==> src/rtl/ocmp_pkg.sv <==
package ocmp_pkg;
   localparam int ADDR_W = 3;
   localparam int CTRL_W = 5;

   typedef enum logic [ADDR_W-1:0] {
      A_CTRL0 = 3'd0,
      A_CTRL1 = 3'd1,
      A_CMP0  = 3'd2,
      A_CMP1  = 3'd3,
      A_TSEL  = 3'd4
   } ocmp_addr_e;

   // control word, bit 0 = en ... bit 4 = flag_keep
   typedef struct packed {
      logic flag_keep;
      logic init_lvl;
      logic ie;
      logic bdis;
      logic en;
   } ocmp_ctrl_t;
endpackage

==> src/rtl/ocmp_tmr_mux.sv <==
module ocmp_tmr_mux #(
   parameter int CNT_W    = 16,
   parameter int N_TIMERS = 3,
   parameter int SEL_W    = 2
) (
   input  logic [N_TIMERS*CNT_W-1:0] tmr_cnt,
   input  logic [N_TIMERS-1:0]       tmr_zero,
   input  logic [N_TIMERS-1:0]       tmr_peak,
   input  logic [SEL_W-1:0]          sel,
   output logic [CNT_W-1:0]          cnt,
   output logic                      zero,
   output logic                      peak
);
   generate
      if (N_TIMERS == 1) begin : g_single
         assign cnt  = tmr_cnt[CNT_W-1:0];
         assign zero = tmr_zero[0];
         assign peak = tmr_peak[0];
      end else begin : g_multi
         always_comb begin
            cnt  = tmr_cnt[CNT_W-1:0];
            zero = tmr_zero[0];
            peak = tmr_peak[0];
            for (int k = 1; k < N_TIMERS; k++) begin
               if (sel == SEL_W'(k)) begin
                  cnt  = tmr_cnt[k*CNT_W +: CNT_W];
                  zero = tmr_zero[k];
                  peak = tmr_peak[k];
               end
            end
         end
      end
   endgenerate
endmodule

==> src/rtl/ocmp_cmp_reg.sv <==
module ocmp_cmp_reg #(
   parameter int CNT_W        = 16,
   parameter bit XFER_AT_PEAK = 1'b0
) (
   input  logic             clk,
   input  logic             rst_n,
   input  logic             wr,
   input  logic [CNT_W-1:0] wdata,
   input  logic             bdis,
   input  logic             zero,
   input  logic             peak,
   output logic [CNT_W-1:0] active
);
   logic [CNT_W-1:0] buf_q;
   logic             xfer;
   logic             direct;

   generate
      if (XFER_AT_PEAK) begin : g_xfer_both
         assign xfer = zero | peak;
      end else begin : g_xfer_zero
         assign xfer = zero;
      end
   endgenerate

   assign direct = wr & bdis;

   always_ff @(posedge clk or negedge rst_n) begin
      if (!rst_n) begin
         buf_q  <= '0;
         active <= '0;
      end else begin
         if (wr) buf_q <= wdata;
         if (direct)    active <= wdata;
         else if (xfer) active <= buf_q;
      end
   end

   // an unbuffered write lands at the next edge
   a_r5_direct_write: assert property (@(posedge clk) disable iff (!rst_n)
      direct |=> active == $past(wdata));
   // the staged value moves over on a transfer event
   a_r6_buffer_xfer: assert property (@(posedge clk) disable iff (!rst_n)
      (xfer && !direct) |=> active == $past(buf_q));
   // without a write or a transfer event the active value holds
   a_r6_active_hold: assert property (@(posedge clk) disable iff (!rst_n)
      (!xfer && !direct) |=> $stable(active));
   // peak strobes alone move nothing in the default variant
   a_r10_peak_ignored: assert property (@(posedge clk) disable iff (!rst_n)
      (!XFER_AT_PEAK && peak && !zero && !direct) |=> $stable(active));
endmodule

==> src/rtl/ocmp_channel.sv <==
module ocmp_channel
   import ocmp_pkg::*;
#(
   parameter int CNT_W        = 16,
   parameter bit XFER_AT_PEAK = 1'b0
) (
   input  logic             clk,
   input  logic             rst_n,
   input  logic             ctrl_wr,
   input  ocmp_ctrl_t       ctrl_wdata,
   input  logic             cmp_wr,
   input  logic [CNT_W-1:0] cmp_wdata,
   input  logic [CNT_W-1:0] cnt,
   input  logic             zero,
   input  logic             peak,
   output logic             out,
   output logic             flag,
   output logic             irq
);
   ocmp_ctrl_t       ctrl_q;
   logic [CNT_W-1:0] active;
   logic             hit;

   ocmp_cmp_reg #(
      .CNT_W       (CNT_W),
      .XFER_AT_PEAK(XFER_AT_PEAK)
   ) u_cmp (
      .clk   (clk),
      .rst_n (rst_n),
      .wr    (cmp_wr),
      .wdata (cmp_wdata),
      .bdis  (ctrl_q.bdis),
      .zero  (zero),
      .peak  (peak),
      .active(active)
   );

   assign hit = ctrl_q.en && (cnt == active);

   always_ff @(posedge clk or negedge rst_n) begin
      if (!rst_n) begin
         ctrl_q <= '0;
         flag   <= 1'b0;
         out    <= 1'b0;
      end else begin
         if (ctrl_wr) ctrl_q <= ctrl_wdata;
         if (hit)                                 flag <= 1'b1;
         else if (ctrl_wr && !ctrl_wdata.flag_keep) flag <= 1'b0;
         if (!ctrl_q.en) out <= ctrl_q.init_lvl;
         else if (hit)   out <= 1'b1;
         else if (zero)  out <= 1'b0;
      end
   end

   assign irq = flag & ctrl_q.ie;

   // disabled output tracks the programmed initial level
   a_r2_idle_level: assert property (@(posedge clk) disable iff (!rst_n)
      !ctrl_q.en |=> out == $past(ctrl_q.init_lvl));
   // a disabled channel never raises its flag
   a_r2_idle_no_flag: assert property (@(posedge clk) disable iff (!rst_n)
      (!ctrl_q.en && !flag) |=> !flag);
   // a match sets flag and output
   a_r3_match_sets: assert property (@(posedge clk) disable iff (!rst_n)
      hit |=> (flag && out));
   // zero strobe without a match drops the output
   a_r4_zero_drops: assert property (@(posedge clk) disable iff (!rst_n)
      (ctrl_q.en && zero && !hit) |=> !out);
   // clearing write without a match clears the flag
   a_r7_flag_clear: assert property (@(posedge clk) disable iff (!rst_n)
      (ctrl_wr && !ctrl_wdata.flag_keep && !hit) |=> !flag);
endmodule

==> src/rtl/ocmp_pair.sv <==
module ocmp_pair
   import ocmp_pkg::*;
#(
   parameter int CNT_W        = 16,
   parameter int N_TIMERS     = 3,
   parameter bit XFER_AT_PEAK = 1'b0
) (
   input  logic                      clk,
   input  logic                      rst_n,
   input  logic                      wr_en,
   input  logic [ADDR_W-1:0]         wr_addr,
   input  logic [CNT_W-1:0]          wr_data,
   input  logic [N_TIMERS*CNT_W-1:0] tmr_cnt,
   input  logic [N_TIMERS-1:0]       tmr_zero,
   input  logic [N_TIMERS-1:0]       tmr_peak,
   output logic [1:0]                cmp_out,
   output logic [1:0]                match_flag,
   output logic [1:0]                irq
);
   localparam int               SEL_W   = (N_TIMERS > 1) ? $clog2(N_TIMERS) : 1;
   localparam int               N_CH    = 2;
   localparam logic [CNT_W-1:0] N_TIM_W = CNT_W'(N_TIMERS);

   generate
      if (CNT_W < CTRL_W) begin : g_bad_width
         $error("CNT_W must be at least the control word width");
      end
      if (N_TIMERS < 1) begin : g_bad_timers
         $error("N_TIMERS must be at least 1");
      end
   endgenerate

   logic [SEL_W-1:0] tsel_q;
   logic [CNT_W-1:0] sel_cnt;
   logic             sel_zero;
   logic             sel_peak;
   logic             tsel_wr;

   assign tsel_wr = wr_en && (wr_addr == A_TSEL) && (wr_data < N_TIM_W);

   always_ff @(posedge clk or negedge rst_n) begin
      if (!rst_n)       tsel_q <= '0;
      else if (tsel_wr) tsel_q <= wr_data[SEL_W-1:0];
   end

   ocmp_tmr_mux #(
      .CNT_W   (CNT_W),
      .N_TIMERS(N_TIMERS),
      .SEL_W   (SEL_W)
   ) u_mux (
      .tmr_cnt (tmr_cnt),
      .tmr_zero(tmr_zero),
      .tmr_peak(tmr_peak),
      .sel     (tsel_q),
      .cnt     (sel_cnt),
      .zero    (sel_zero),
      .peak    (sel_peak)
   );

   generate
      for (genvar ch = 0; ch < N_CH; ch++) begin : g_ch
         logic ctrl_wr;
         logic cmp_wr;
         assign ctrl_wr = wr_en && (wr_addr == ADDR_W'(A_CTRL0 + ch));
         assign cmp_wr  = wr_en && (wr_addr == ADDR_W'(A_CMP0 + ch));

         ocmp_channel #(
            .CNT_W       (CNT_W),
            .XFER_AT_PEAK(XFER_AT_PEAK)
         ) u_ch (
            .clk       (clk),
            .rst_n     (rst_n),
            .ctrl_wr   (ctrl_wr),
            .ctrl_wdata(ocmp_ctrl_t'(wr_data[CTRL_W-1:0])),
            .cmp_wr    (cmp_wr),
            .cmp_wdata (wr_data),
            .cnt       (sel_cnt),
            .zero      (sel_zero),
            .peak      (sel_peak),
            .out       (cmp_out[ch]),
            .flag      (match_flag[ch]),
            .irq       (irq[ch])
         );
      end
   endgenerate

   // the selection never points at an absent timer
   a_r9_sel_in_range: assert property (@(posedge clk) disable iff (!rst_n)
      tsel_q < SEL_W'(N_TIMERS - 1) || tsel_q == SEL_W'(N_TIMERS - 1));
   // an out-of-range write keeps the selection
   a_r9_bad_sel_kept: assert property (@(posedge clk) disable iff (!rst_n)
      (wr_en && wr_addr == A_TSEL && !(wr_data < N_TIM_W)) |=> $stable(tsel_q));
   // no interrupt without a flag
   a_r8_irq_needs_flag: assert property (@(posedge clk) disable iff (!rst_n)
      (irq & ~match_flag) == 2'b00);
endmodule

==> config.mk <==
export PLATFORM = sky130hd
export DESIGN_NAME = ocmp_pair
export DESIGN_NICKNAME = d
export VERILOG_FILES = /design/src/rtl/ocmp_pkg.sv /design/src/rtl/ocmp_tmr_mux.sv /design/src/rtl/ocmp_cmp_reg.sv /design/src/rtl/ocmp_channel.sv /design/src/rtl/ocmp_pair.sv
export SDC_FILE = /design/constraint.sdc
export NUM_CORES = 1
export LEC_CHECK = 0
export ABC_AREA = 1
export CAP_MARGIN = 20
export CORE_MARGIN = 8
export CORE_UTILIZATION = 53
export DETAILED_ROUTE_END_ITERATION = 10
export GPL_TIMING_DRIVEN = 0
export PLACE_DENSITY = 0.81
export SYNTH_ARGS = -nofsm -noshare
export SYNTH_HDL_FRONTEND = slang
export SYNTH_SLANG_ARGS = --single-unit
==> constraint.sdc <==
create_clock -name clk -period 2.2 [get_ports clk]
set_clock_uncertainty 0.1 [all_clocks]
set_input_delay 0.44 -clock clk [delete_from_list [all_inputs] [get_ports clk]]
set_output_delay 0.44 -clock clk [all_outputs]
set_load 0.05 [all_outputs]
======== After elaboration in Yosys (flattened, before gate mapping) ========
Cells that the tools add are included.
cells by class
  bitwise operators ....................... 4
  div/mod/pow operators ................... 0
  eq/ne operators ......................... 10
  reduce and logical (&&, ||, !) cells .... 16
  shifts and indexed selects .............. 0
  muxes and demuxes ....................... 17
  multiply operators ...................... 0
  magnitude comparators ................... 1
  $add $sub $neg .......................... 0
operators with widths
  cell                                                  number
  two-way mux 16 bit                                    6
  equality test 16 bit                                  2
  < comparator 16 x 2 -> 1 bit (second input constant)  1
  two-way mux 1 bit                                     11
  logical AND 1 bit                                     10
  nonzero test 2 bit                                    4
  equality test 3 x 2 -> 1 bit (second input constant)  2
  inequality test 3 bit (second input constant)         2
  AND 1 bit                                             4
  equality test 3 x 1 -> 1 bit (second input constant)  1
  equality test 3 bit (second input constant)           1
  logical NOT 3 bit                                     1
  equality test 2 x 1 -> 1 bit (second input constant)  1
  equality test 2 bit (second input constant)           1
  logical NOT 1 bit                                     1
word-level totals
  logic and storage cells ................. 65
  bits in latches ......................... 0
  ROM bits ................................ 0
  RAM bits ................................ 0
  output and inout bits ................... 6
  bits of input ports ..................... 76
  memories kept ........................... 0
  register bits after elaboration ......... 78

======== Longest topological paths before layout ========
  depth in word-level cells ............... 7
  gate-level depth with buffers ........... 13
  gate-level depth less buffers ........... 13

======== Hierarchy ========
Synthesis repeated with hierarchy kept, for this count alone.
second synthesis, totals
  cell total of the unflattened synthesis .. 761
  area, all modules ....................... 4956.0 µm²
modules (own cells, without submodules)
  module        sequential area each (µm²)  area an instance (µm²)  cells each  times used
  ocmp_cmp_reg  800.8                       1507.7                  191         2
  ocmp_channel  150.1                       551.8                   104         2
  ocmp_tmr_mux  0.0                         620.6                   137         1
  ocmp_pair     50.0                        216.5                   34          1

======== Worst setup path before layout ========
Ideal clock, no wire load.
  path kind ............................... input port to flip-flop
  start point ............................. input wr_en
  end point ............................... register g_ch[0].u_ch.u_cmp.active[12]
  arrival time ............................ 1.538 ns
  path slack .............................. 0.480 ns
  cell stages on the path ................. 10
  data required time ...................... 2.018 ns
  library setup time ...................... 0.082 ns
  buffers on the path ..................... 2
  cell sequence ........................... inv_1 -> nor2_2 -> inv_2 -> nor3_2 -> nand2_1 -> inv_1 -> buf_2 -> buf_2 -> nand2_1 -> a31oi_1
on the way
  cells in the longest elaborated chain, start to end .. 3
  elaborated cells between the ends (all ways) .. 4
  classes of those cells .................. mux (1); bitwise (1); reduce/logical (2)
ends and longest elaborated chain
  item                                                      line                RTL
  start, declared                                           ocmp_pair.sv:10     input logic wr_en,
  logical AND 1 bit (*)                                     ocmp_pair.sv:65     assign cmp_wr = wr_en && (wr_addr == ADDR_W'(A_CMP0 + ch));
  AND 1 bit (*)                                             ocmp_cmp_reg.sv:26  assign direct = wr & bdis;
  two-way mux 16 bit or nonzero test 2 bit (tied branches)  -
  end signal, assigned                                      ocmp_cmp_reg.sv:34  if (direct) active <= wdata;
  end signal, assigned                                      ocmp_cmp_reg.sv:35  else if (xfer) active <= buf_q;
  end, declared                                             ocmp_cmp_reg.sv:12  output logic [CNT_W-1:0] active
Every way passes the cells marked *; elsewhere a longest branch is shown, timed or not.
A chain may end at the register's enable or synchronous reset.

======== Final worst setup path ========
  start point ............................. register g_ch[1].u_ch.out
  end point ............................... output cmp_out[1]
RTL lines
  item                    line                RTL
  start, declared         ocmp_channel.sv:16  output logic out,
  start signal, assigned  ocmp_channel.sv:49  if (!ctrl_q.en) out <= ctrl_q.init_lvl;
  end, declared           ocmp_pair.sv:16     output logic [1:0] cmp_out,
No word-level cell between the ends.

==> impl_metrics.yaml <==
synth:
  synth_flop_cell: "dfrtp_1"
  synth_seq_cells: 78
  async_flop_share_pct: 100
  synth.most_common_cell: "nand2_1"
  avgSynthCellArea_um2: 7.28
  synth_area_mm2: 0.00449
  synth_edf_count: 0
  synth_area_leaders: "dfrtp_1 (43%), nand2_1 (14%), nand3_1 (10%)"
  synth.top_cell.area_share_pct: 43.4
  synth_cells: 617
  synthTopCellsByCount: "nand2_1 (163), nand3_1 (93), dfrtp_1 (78), inv_1 (72), o21ai_0 (44)"
  yosysSeqAreaShare_pct: 43.4
  ys_types: 31
  synth_top_area_cell: "dfrtp_1"
  syn_nets: 693
  ys_warn_count: 0
cells_and_area:
  area_growth_pct: 27.4
  post-route-util_pct: 69.7
  diodes: 0
  finalNetCount: 788
  fillers: 683
  final_cells: 822
  drive_gt1_share_pct: 9.62
power:
  p_leak_nw: 2.86
  power_density_mw_per_mm2: 680
  p_total_w: 0.00390
  ir_worst_vdd_mv: 0.435
route:
  drt-initial-drc-count: 399
  final_antenna_net_count: 0
  wl_per_cell_um: 16.6
  via_count: 4586
  remaining_drc_errors: 0
  avgViaCountPerCell: 5.58
  drt_pass1_iterations: 5
  wirelength_mm: 13.7
critical_path:
  cp.depth: 2
  crit_type: "register to primary output"
  timing.rr.end: "g_ch[1].u_ch.flag$_DFFE_PN0P_"
  cp.required_ns: 1.66
  end_kind: "primary output"
  worstSetupStartpoint: "g_ch[1].u_ch.out$_DFFE_PN0P_"
  reg2reg_from: "tsel_q[0]$_DFFE_PN0P_"
  reg2reg_depth: 11
  critPathSlowestCell: "clkdlybuf4s50_1"
  path_max_fanout: 2
  worstSetupStartpointType: "register"
  crit_family: "buffers and inverters"
  endpoint: "cmp_out[1]"
  path_buf_inv: 2
  r2r_slack_ns: 0.14
  cp.arrival_ns: 1.59
  slowest_delay_ns: 0.79
  crit_chain: "buf_4 > clkdlybuf4s50_1"
place:
  dp.cells: 801
  dpl.hpwl_mm: 10.7
  port_buffers: 78
  gp_congestion: 0.898
timing:
  hold_violations: 0
  finalMaxSlewViolations: 0
  worst_pin_slew_ns: 0.521
  max_slew_margin_pct: 65.2
  finalSetupViolCount: 0
  period_needed_ns: 2.13
  rsz0062_at_grt: "true"
  period_share_pct: 96.9
  fmax_ghz: 0.469
clocking:
  clk_latency_ns: 0.35
  clockRootBuffer: "clkbuf_8"
  clkTransAtPathRegs_ns: 0.08
  numCtsBuffers: 9
  clkSinkCount: 78
  cts_buffer_depth: 2
  cts_tree: "yes"
  htreeDepth: 3
job:
  cap_viol_max_count: 0
die:
  initial_core_util_pct: 54.7
  num_rows: 33
  dieArea_mm2: 0.0117
  boundaryPins: 82
  fp.dieH_um: 108
  fp.dieW_um: 108
  coreArea_mm2: 0.00822
global_routing:
  grt_overflow: 0
  antenna_found_initial: 0
  grt_pass1_wl_mm: 22.3
  grt_start_max_net_pins: 49
  grt_usage_pct: 24.0
  grt_pass1_vias: 4463
run_status:
  outcome: "finished clean"
min_path:
  hold_class: "register to register"
[timing repair]
item | in CTS | in global routing
hold buffers | 1 | 0
pin swaps | 0 | 1
buffers inserted | 0 | 4
resized for setup | 4 | 16
endpoints found under the hold margin | 30 | 0
endpoints found under the setup margin | 11 | 26
[where the power goes]
group	switching, W	total [W]	internal, W
Clock	0.000534	0.00117	0.000637
Combinational	0.000479	0.000870	0.000391
Sequential	0.000170	0.00185	0.00168
[cell families (layout without fill, tap and decap cells)]
logic type	Yosys count	after routing	share of synthesized area [%]
DFF	78	78	43.4
AOI/OAI and AO/OA	98	98	12.9
buffers and inverters	111	211	10.7
and+or+nand+nor	325	325	32.0
xor gates and xnor gates	5	5	0.974
[per-layer routing]
metal	wire, um	track usage, %	vias to the layer above
met5	0	0	-
met2	6360	38.1	218
met1	6030	32.7	2122
li1	-	-	2217
met3	1020	3.75	29
met4	266	8.13	0
[layout make-up]
cell class / instances / area, um2 / area share, %
Inverter: 79 / 300 / 5.24
Clock buffer: 10 / 128 / 2.23
Multi-Input combinational cell: 428 / 2090 / 36.5
Tap cell: 105 / 131 / 2.29
Clock inverter: 6 / 86.3 / 1.51
Buffer: 32 / 194 / 3.39
Timing Repair Buffer: 84 / 847 / 14.8
Sequential cell: 78 / 1950 / 34.1
[how the worst min path moves through the flow]
| stage | endpoint | depth (start not counted) | slack (ns) | startpoint |
|---|---|---|---|---|
| finish | g_ch[1].u_ch.ctrl_q[3]$_DFFE_PN0P_ | 2 | 0.39 | g_ch[1].u_ch.ctrl_q[3]$_DFFE_PN0P_ |
| global route | g_ch[1].u_ch.u_cmp.buf_q[2]$_DFFE_PN0P_ | 2 | 0.41 | g_ch[1].u_ch.u_cmp.buf_q[2]$_DFFE_PN0P_ |
| CTS | g_ch[1].u_ch.u_cmp.buf_q[0]$_DFFE_PN0P_ | 2 | 0.39 | g_ch[1].u_ch.u_cmp.buf_q[0]$_DFFE_PN0P_ |
| detailed placement | g_ch[0].u_ch.u_cmp.buf_q[10]$_DFFE_PN0P_ | 1 | 0.30 | rst_n |
| global placement | g_ch[1].u_ch.u_cmp.buf_q[11]$_DFFE_PN0P_ | 2 | 0.37 | g_ch[1].u_ch.u_cmp.buf_q[11]$_DFFE_PN0P_ |
| floorplan | g_ch[0].u_ch.ctrl_q[0]$_DFFE_PN0P_ | 0 | 0.04 | rst_n |
[registers in the layout (all words and copies together) (netlist names)]
name and count:
g_ch.u_ch.u_cmp.active 32, g_ch.u_ch.u_cmp.buf_q 32, g_ch.u_ch.ctrl_q 8, g_ch.u_ch.flag 2, g_ch.u_ch.out 2, tsel_q 2
[metrics by stage]
step | TNS (ns) | hold slack (ns) | cell area, um2 | setup slack (ns)
6_report | 0 | 0.389 | 5730 | 0.0687
3_5_place_dp | -8.67 | 0.303 | 5430 | -0.465
4_1_cts | 0 | 0.392 | 5660 | 0.0151
3_3_place_gp | -166.75 | 0.367 | 5410 | -2.05
2_1_floorplan | 0 | 0.0444 | 4490 | 0.480
5_1_grt | -0.0232 | 0.410 | 5730 | -0.0151
[worst min-delay path: stages, from the launching register on]
cell and delay [ns]:
dfrtp_1 0.35, nand2_1 0.05, o21ai_0 0.06
[cells in the final DEF, fill, tap and decap left out, drive strengths merged]
| master | Yosys | routed |
|---|---|---|
| a2111oi | 1 | 1 |
| a211oi | 1 | 1 |
| a21oi | 9 | 9 |
| a221oi | 9 | 9 |
| a31oi | 6 | 6 |
| buf | 22 | 26 |
| bufinv | 0 | 2 |
| clkbuf | 10 | 22 |
| clkdlybuf4s50 | 0 | 72 |
| clkinv | 1 | 3 |
| clkinvlp | 0 | 2 |
| dfrtp | 78 | 78 |
| dlygate4sd2 | 0 | 3 |
| dlygate4sd3 | 0 | 1 |
| dlymetal6s2s | 0 | 2 |
| inv | 78 | 78 |
| nand2 | 166 | 166 |
| nand3 | 93 | 93 |
| nand3b | 3 | 3 |
| nand4 | 4 | 4 |
| nor2 | 32 | 32 |
| nor3 | 11 | 11 |
| o211ai | 9 | 9 |
| o21ai | 56 | 56 |
| o221ai | 3 | 3 |
| o22ai | 4 | 4 |
| or2 | 16 | 16 |
| xor2 | 5 | 5 |
(Power assumes the default switching activity.)
